[config.mk]
export PLATFORM = sky130hd
export DESIGN_NAME = fpm_dram_ctrl
export DESIGN_NICKNAME = d
export VERILOG_FILES = /design/src/rtl/fpm_pkg.sv /design/src/rtl/fpm_down_counter.sv /design/src/rtl/fpm_row_tracker.sv /design/src/rtl/fpm_dram_ctrl.sv
export SDC_FILE = /design/constraint.sdc
export NUM_CORES = 1
export LEC_CHECK = 0
export CAP_MARGIN = 30
export CORE_MARGIN = 3
export CORE_UTILIZATION = 28
export DETAILED_ROUTE_END_ITERATION = 8
export SYNTH_ARGS = -nofsm -noshare
export SYNTH_HDL_FRONTEND = slang
export SYNTH_SLANG_ARGS = --single-unit
[constraint.sdc]
create_clock -name clk -period 5 [get_ports clk]
set_clock_uncertainty 0.05 [all_clocks]
set_input_delay 1 -clock clk [delete_from_list [all_inputs] [get_ports clk]]
set_output_delay 1 -clock clk [all_outputs]
set_load 0.01 [all_outputs]
[src/rtl/fpm_pkg.sv]
// Shared types for the page-mode DRAM controller.
// Assumes nothing beyond the controller's own state set.
package fpm_pkg;
    typedef enum logic [2:0] {
        ST_IDLE,   // no row open, strobes high
        ST_RCD,    // row strobe low, waiting row-to-column delay
        ST_CAS,    // column strobe low
        ST_CP,     // column strobe high after a pulse
        ST_OPEN,   // row open, waiting for a request
        ST_PRE     // row strobe high, precharging
    } fpm_state_t;
endpackage

[src/rtl/fpm_down_counter.sv]
// Loadable down counter that stops at zero; used to time strobe phases.
// Assumes load has priority over counting.
module fpm_down_counter #(
    parameter int W = 4
) (
    input  logic         clk,
    input  logic         rst_n,
    input  logic         load,
    input  logic [W-1:0] load_val,
    output logic         zero
);
    logic [W-1:0] cnt_q;

    // Load a new interval or count down toward zero.
    always_ff @(posedge clk) begin
        if (!rst_n)            cnt_q <= '0;
        else if (load)         cnt_q <= load_val;
        else if (cnt_q != '0)  cnt_q <= cnt_q - 1'b1;
    end

    assign zero = (cnt_q == '0);
endmodule

[src/rtl/fpm_row_tracker.sv]
// Remembers which row is open and compares incoming rows against it.
// Assumes set and clear are never asserted together.
module fpm_row_tracker #(
    parameter int ROW_W = 8
) (
    input  logic             clk,
    input  logic             rst_n,
    input  logic             set_open,
    input  logic [ROW_W-1:0] set_row,
    input  logic             clear,
    input  logic [ROW_W-1:0] probe_row,
    output logic             row_open,
    output logic             row_hit
);
    logic [ROW_W-1:0] open_row_q;

    // Track the open row and its valid flag.
    always_ff @(posedge clk) begin
        if (!rst_n) begin
            row_open   <= 1'b0;
            open_row_q <= '0;
        end else if (set_open) begin
            row_open   <= 1'b1;
            open_row_q <= set_row;
        end else if (clear) begin
            row_open   <= 1'b0;
        end
    end

    assign row_hit = row_open && (probe_row == open_row_q);

    // no row is considered open right after reset.
    a_r1_no_row_after_reset: assert property (@(posedge clk)
        !rst_n |=> !row_open);
endmodule

[src/rtl/fpm_dram_ctrl.sv]
// Page-mode DRAM controller: keeps a row open and issues only column
// pulses for hits. Precharges on a row change and closes the row after an
// idle window. Assumes the requester holds req_valid and its fields stable
// until req_ack, and that every timing parameter is at least 1.
module fpm_dram_ctrl
    import fpm_pkg::*;
#(
    parameter int ROW_W      = 8,
    parameter int COL_W      = 8,
    parameter int DATA_W     = 16,
    parameter int T_RP       = 3,
    parameter int T_RCD      = 3,
    parameter int T_CAS      = 2,
    parameter int T_CP       = 2,
    parameter int IDLE_CLOSE = 64,
    localparam int ADDR_W    = (ROW_W > COL_W) ? ROW_W : COL_W
) (
    input  logic              clk,
    input  logic              rst_n,
    input  logic              req_valid,
    input  logic              req_write,
    input  logic [ROW_W-1:0]  req_row,
    input  logic [COL_W-1:0]  req_col,
    input  logic [DATA_W-1:0] req_wdata,
    output logic              req_ack,
    output logic [DATA_W-1:0] rsp_rdata,
    output logic [ADDR_W-1:0] dram_addr,
    output logic              dram_ras_n,
    output logic              dram_cas_n,
    output logic              dram_we_n,
    output logic [DATA_W-1:0] dram_dq_out,
    output logic              dram_dq_oe,
    input  logic [DATA_W-1:0] dram_dq_in
);
    localparam int TMAX   = (T_RP > T_RCD ? T_RP : T_RCD) > (T_CAS > T_CP ? T_CAS : T_CP)
                          ? (T_RP > T_RCD ? T_RP : T_RCD) : (T_CAS > T_CP ? T_CAS : T_CP);
    localparam int CNT_W  = $clog2(TMAX + 1);
    localparam int IDLE_W = $clog2(IDLE_CLOSE + 1);

    fpm_state_t        state_q, state_d;
    logic [CNT_W-1:0]  ph_load_val;
    logic              ph_zero, idle_zero;
    logic              row_open, row_hit;
    logic              accept, pend_q, wr_q;
    logic [ROW_W-1:0]  row_q;
    logic [COL_W-1:0]  col_q;
    logic [DATA_W-1:0] wdata_q;

    // Phase timer for precharge, row-to-column, column pulse and gap.
    fpm_down_counter #(.W(CNT_W)) u_phase (
        .clk(clk), .rst_n(rst_n),
        .load(state_d != state_q), .load_val(ph_load_val), .zero(ph_zero)
    );

    // Idle timer: reloaded outside the open state, counts while open.
    fpm_down_counter #(.W(IDLE_W)) u_idle (
        .clk(clk), .rst_n(rst_n),
        .load(state_q != ST_OPEN), .load_val(IDLE_W'(IDLE_CLOSE - 1)), .zero(idle_zero)
    );

    // Open-row register and hit compare against the incoming row.
    fpm_row_tracker #(.ROW_W(ROW_W)) u_rows (
        .clk(clk), .rst_n(rst_n),
        .set_open(state_q == ST_RCD && ph_zero), .set_row(row_q),
        .clear(state_q == ST_OPEN && state_d == ST_PRE),
        .probe_row(req_row), .row_open(row_open), .row_hit(row_hit)
    );

    assign accept = req_valid && (state_q == ST_IDLE || state_q == ST_OPEN);

    // Next-state decision and the interval loaded on each state entry.
    always_comb begin
        state_d = state_q;
        unique case (state_q)
            ST_IDLE: if (req_valid) state_d = ST_RCD;
            ST_OPEN: begin
                if (req_valid)      state_d = row_hit ? ST_CAS : ST_PRE;
                else if (idle_zero) state_d = ST_PRE;
            end
            ST_PRE:  if (ph_zero) state_d = pend_q ? ST_RCD : ST_IDLE;
            ST_RCD:  if (ph_zero) state_d = ST_CAS;
            ST_CAS:  if (ph_zero) state_d = ST_CP;
            ST_CP:   if (ph_zero) state_d = ST_OPEN;
            default: state_d = ST_IDLE;
        endcase
        unique case (state_d)
            ST_PRE:  ph_load_val = CNT_W'(T_RP - 1);
            ST_RCD:  ph_load_val = CNT_W'(T_RCD - 1);
            ST_CAS:  ph_load_val = CNT_W'(T_CAS - 1);
            ST_CP:   ph_load_val = CNT_W'(T_CP - 1);
            default: ph_load_val = '0;
        endcase
    end

    // State register, request capture, read data capture and acknowledge.
    always_ff @(posedge clk) begin
        if (!rst_n) begin
            state_q   <= ST_IDLE;
            pend_q    <= 1'b0;
            wr_q      <= 1'b0;
            row_q     <= '0;
            col_q     <= '0;
            wdata_q   <= '0;
            rsp_rdata <= '0;
            req_ack   <= 1'b0;
        end else begin
            state_q <= state_d;
            req_ack <= (state_q == ST_CAS) && ph_zero;
            if (accept) begin
                pend_q  <= 1'b1;
                wr_q    <= req_write;
                row_q   <= req_row;
                col_q   <= req_col;
                wdata_q <= req_wdata;
            end else if (state_q == ST_CAS) begin
                pend_q  <= 1'b0;
            end
            if (state_q == ST_CAS && ph_zero && !wr_q) rsp_rdata <= dram_dq_in;
        end
    end

    // DRAM pins are decoded from registered state only.
    assign dram_ras_n  = !(state_q == ST_RCD || state_q == ST_CAS ||
                           state_q == ST_CP  || state_q == ST_OPEN);
    assign dram_cas_n  = (state_q != ST_CAS);
    assign dram_addr   = (state_q == ST_CAS || state_q == ST_CP) ? ADDR_W'(col_q) : ADDR_W'(row_q);
    assign dram_we_n   = !(state_q == ST_CAS && wr_q);
    assign dram_dq_oe  = (state_q == ST_CAS) && wr_q;
    assign dram_dq_out = wdata_q;

    // Checker state: length of the current column pulse.
    logic [7:0] cas_run_q;
    always_ff @(posedge clk) begin
        if (!rst_n || dram_cas_n) cas_run_q <= '0;
        else if (cas_run_q != 8'hFF) cas_run_q <= cas_run_q + 1'b1;
    end

    a_r1_reset_strobes: assert property (@(posedge clk)
        !rst_n |=> (dram_ras_n && dram_cas_n && dram_we_n && !req_ack));
    a_r9_cas_under_ras: assert property (@(posedge clk) disable iff (!rst_n)
        !dram_cas_n |-> !dram_ras_n);
    a_r7_we_in_cas: assert property (@(posedge clk) disable iff (!rst_n)
        !dram_we_n |-> (!dram_cas_n && dram_dq_oe));
    a_r6_ack_pulse: assert property (@(posedge clk) disable iff (!rst_n)
        req_ack |=> !req_ack);
    a_r3_cas_width: assert property (@(posedge clk) disable iff (!rst_n)
        $rose(dram_cas_n) |-> (cas_run_q == 8'(T_CAS)));
    a_r4_open_has_row: assert property (@(posedge clk) disable iff (!rst_n)
        (state_q == ST_OPEN) |-> row_open);
endmodule

==> Flow_metrics.wiki <==
{| class="wikitable"
! Metric !! Value
|-
| Number of maximum-capacitance violations || 0
|-
| Number of buffers added by the clock tree synthesis step || 9
|-
| Filler cell count in the final layout || around 1200
|-
| Post-detailed-route DRC marker count || 0
|-
| Violation count after the first detailed-route iteration || between 80 and 90
|-
| Cells along the critical path || and2b_1 -> and2b_4 -> nand2_1 -> inv_1 -> clkdlybuf4s50_1
|-
| Slew at the pin closest to its max-slew limit || roughly 0.76 ns
|-
| Critical path type || register to output pin
|-
| Via count of the first global-routing pass || approximately 2600
|-
| Multi-input logic area || around 1700 um2
|-
| Dominant delay contributor by cell family on the critical path || simple AND/OR/NAND/NOR gates
|-
| Setup crit end kind || output pin
|-
| Wire length of the first global-routing pass || roughly 13 mm
|-
| Number of post-CTS setup repair buffers || 0
|-
| Register clock-pin slew on the reported worst setup and hold paths || 0.06 ns
|-
| I/O pin total || between 90 and 100
|-
| Post-cts gate resize count || 0
|-
| Gr usage total || between 10% and 20%
|-
| Sw Pwr || 0.629 mW
|-
| Total number of vias || about 2700
|-
| Final cell count without fillers || roughly 610
|-
| HPWL after DPL || roughly 5.4 mm
|-
| Final standard cell area without fillers || roughly 4600 um2
|-
| Static leakage || ~1.6 nW
|-
| Synthesized instance count || 376
|-
| Clock latency reported for the late side of the worst-skew pair || approximately 0.33 ns
|-
| Number of enable flip-flop cells after synthesis || 0
|-
| Number of iterations in the first detailed-routing pass || 4
|-
| Total congestion overflow after global routing || 0
|-
| Net count of the finished layout || between 500 and 600
|-
| Htree depth || 3
|-
| Proportion of total power due to net switching || 31.5%
|-
| Highest metal layer used by the detailed router || met4
|-
| Clock Power Share || a little under a third
|-
| Initial standard-cell utilization of the core || 29.4%
|-
| Routed length on met1 || between 3 and 4 mm
|-
| Die span in x || roughly 110 um
|-
| Diode count || 0
|-
| Post-CTS Hold Buffers || 0
|-
| Headroom to the max-slew limit || about 49%
|-
| Class of the tightest hold or removal check || register to register
|-
| Hold Violations, Final || 0
|-
| Number of vias per cell after detailed routing || approximately 4.5
|-
| Final antenna-violating net count || 0
|-
| Mean routed wirelength per cell || around 13 um
|-
| Power Total || about 2 mW
|-
| Largest stage delay on the critical path || between 0.5 and 0.6 ns
|-
| Setup repair after global routing missed its margin || false
|-
| Root Driver || clkbuf_16
|-
| Slew Viols, Final || 0
|-
| Maximum number of buffers from clock root to sink || 2
|-
| Final critical-path required period || 3.29 ns
|-
| Post-Synthesis Mean Instance Area || 8.70 um2
|-
| Kind of start point of the critical path || register
|-
| Achievable clock frequency || approximately 300 MHz
|-
| Minimum hold slack || 0.404 ns
|-
| Die height || 114 um
|-
| Met3 wire len || around 600 um
|-
| P per Cell Area || roughly 440 nW/um2
|-
| Number of placement rows || 38
|-
| Period utilization || 65.9%
|-
| Clock tree from TritonCTS || built
|-
| Internal cell power || ~1.4 mW
|-
| Final setup fails || 0
|-
| Number of warning messages in the yosys log || 0
|-
| Growth of design area from synthesis to finish || 40.3%
|-
| Run status || completed
|-
| Required time of the critical path || between 3 and 4 ns
|-
| Number of antenna violations at the first check in global routing || 0
|-
| Post-Synthesis Net Count || 431
|-
| Crit path buf inv count || 2
|-
| Synth unique cells || 47
|-
| Placed cell areas || 4290 um2
|-
| Critical-path cell with the highest stage delay || clkdlybuf4s50_1
|-
| Power share of the combinational group || a little under a third
|-
| Register bit total from synthesis || 72
|-
| Maximum VDD drop || roughly 180 uV
|-
| Reg area || between 1000 and 1500 um2
|-
| Primary flip-flop cell chosen by synthesis mapping || dfxtp_1
|-
| Sinks on the clock net || a little over 70
|-
| Top fanout value on the critical path || 10
|-
| Cell Area, Synth || approximately 3300 um2
|-
| Final weighted congestion in routability-driven placement || about 0.75
|-
| Layout cells sized above 1 || roughly 13%
|-
| Placed cells || 590
|-
| Post-Route Setup TNS || 0 ns
|-
| Die outline area || approximately 13000 um2
|-
| Met2 wire length || between 3 and 4 mm
|-
| Routed Wire Length || about 7.7 mm
|-
| Worst endpoint data arrival time || ~2.2 ns
|-
| Core area || ~11000 um2
|-
| Sequential group share of total power || roughly 37%
|-
| Async SR Flop Fraction || 0%
|-
| Maximum number of pins on one net before global-route repair || 40
|-
| Proportion of synthesized chip area in sequential cells || 44.1%
|-
| Count of buffers from port buffering || between 90 and 100
|}
==> metal layers <==
metal,track usage (%),vias up
met4,2.61,0
li1,-,1403
met5,0,-
met1,14.3,1215
met3,4.81,6
met2,20.1,71
==> tightest hold or removal path, cell delays in order (launching register included) <==
cell and delay [ns]:
dfxtp_1 0.31, nand2_2 0.06, a21boi_2 0.04
==> cells in the mapped netlist (2+ instances only) <==
cell      count  area (um2)
ha_1          3        37.5
a21boi_2     10         113
and2_1        3        18.8
buf_6         4        45.0
inv_1         7        26.3
mux2_2       10         113
nor2_1        8        30.0
buf_2         6        30.0
nand2_1     112         420
nand2b_1      3        18.8
nand3b_1      2        15.0
o21ai_1       2        10.0
nor2_2        2        12.5
nor3_1        2        10.0
xor2_1        2        17.5
xnor2_1      12         105
clkbuf_1     15        56.3
dfxtp_1      72        1440
nand3_1       3        15.0
o21ai_0       4        20.0
o21a_1        2        15.0
nand2_2      10        62.6
a21oi_1       4        20.0
a21boi_0     55         413
==> cells in the final DEF (no fill, tap or decap), types with 3 or more instances in the layout <==
cell	instances
nor2_1	8
and2_1	3
clkbuf_16	9
nand2_2	10
a21oi_1	4
nand3_1	3
dfxtp_1	72
xnor2_1	12
mux2_2	10
clkdlybuf4s50_1	95
inv_1	7
nand2_1	112
nand2b_1	3
ha_1	3
buf_4	3
a21boi_0	55
o21ai_0	4
a21boi_2	10
==> worst paths after layout <==
check,startpoint,end,slack (ns),cells past startpoint
min reg2reg,rsp_rdata[9],rsp_rdata[9],0.40,2
min,rsp_rdata[9],rsp_rdata[9],0.40,2
max,state_q[1],dram_dq_oe,1.71,5
max reg2reg,state_q[2],rsp_rdata[12],2.71,6
==> power by group through the flow <==
| stage | clock, mW | combinational (mW) | sequential, mW |
|---|---|---|---|
| 2_1_floorplan | 0 | 0.418 | 0.736 |
| 3_3_place_gp | 0 | 0.636 | 0.741 |
| 3_5_place_dp | 0 | 0.644 | 0.745 |
| 4_1_cts | 0.660 | 0.647 | 0.733 |
| 5_1_grt | 0.678 | 0.706 | 0.746 |
| 6_report | 0.634 | 0.633 | 0.733 |
==> layout make-up <==
cell class / count / share of cell area (%)
Clock inverter: 5 / 1.25
Tap cell: 140 / 3.82
Sequential cell: 72 / 31.4
Multi-Input combinational cell: 272 / 36.4
Inverter: 7 / 0.572
Timing Repair Buffer: 99 / 21.3
Clock buffer: 10 / 5.21
==> state kept, by name, summed over array words and instances, names as in the netlist <==
| register | count |
|---|---|
| pend_q | 1 |
| rsp_rdata | 16 |
| u_idle.cnt_q | 7 |
| dram_dq_out | 16 |
| row_q | 8 |
| req_ack | 1 |
| wr_q | 1 |
| col_q | 8 |
| state_q | 3 |
| u_rows.open_row_q | 8 |
| u_phase.cnt_q | 2 |
| u_rows.row_open | 1 |
==> cells by family after synthesis <==
family                   share of synthesized area (%)
AO/OA/AOI/OAI                                     19.5
XOR/XNOR                                          3.75
adder cells (fa/ha/maj)                           1.15
buffers and inverters                             4.82
flip-flops                                        44.1
multiplexers                                      4.55
AND/OR/NAND/NOR                                   22.2
==> per-stage QoR <==
stage | util, % | setup WS (ns)
2_1_floorplan | - | 2.71
3_3_place_gp | 38.6 | 2.01
3_5_place_dp | 38.6 | 1.99
4_1_cts | 41.3 | 1.67
5_1_grt | 41.3 | 1.56
6_report | 41.3 | 1.71
(Power assumes the default switching activity.)
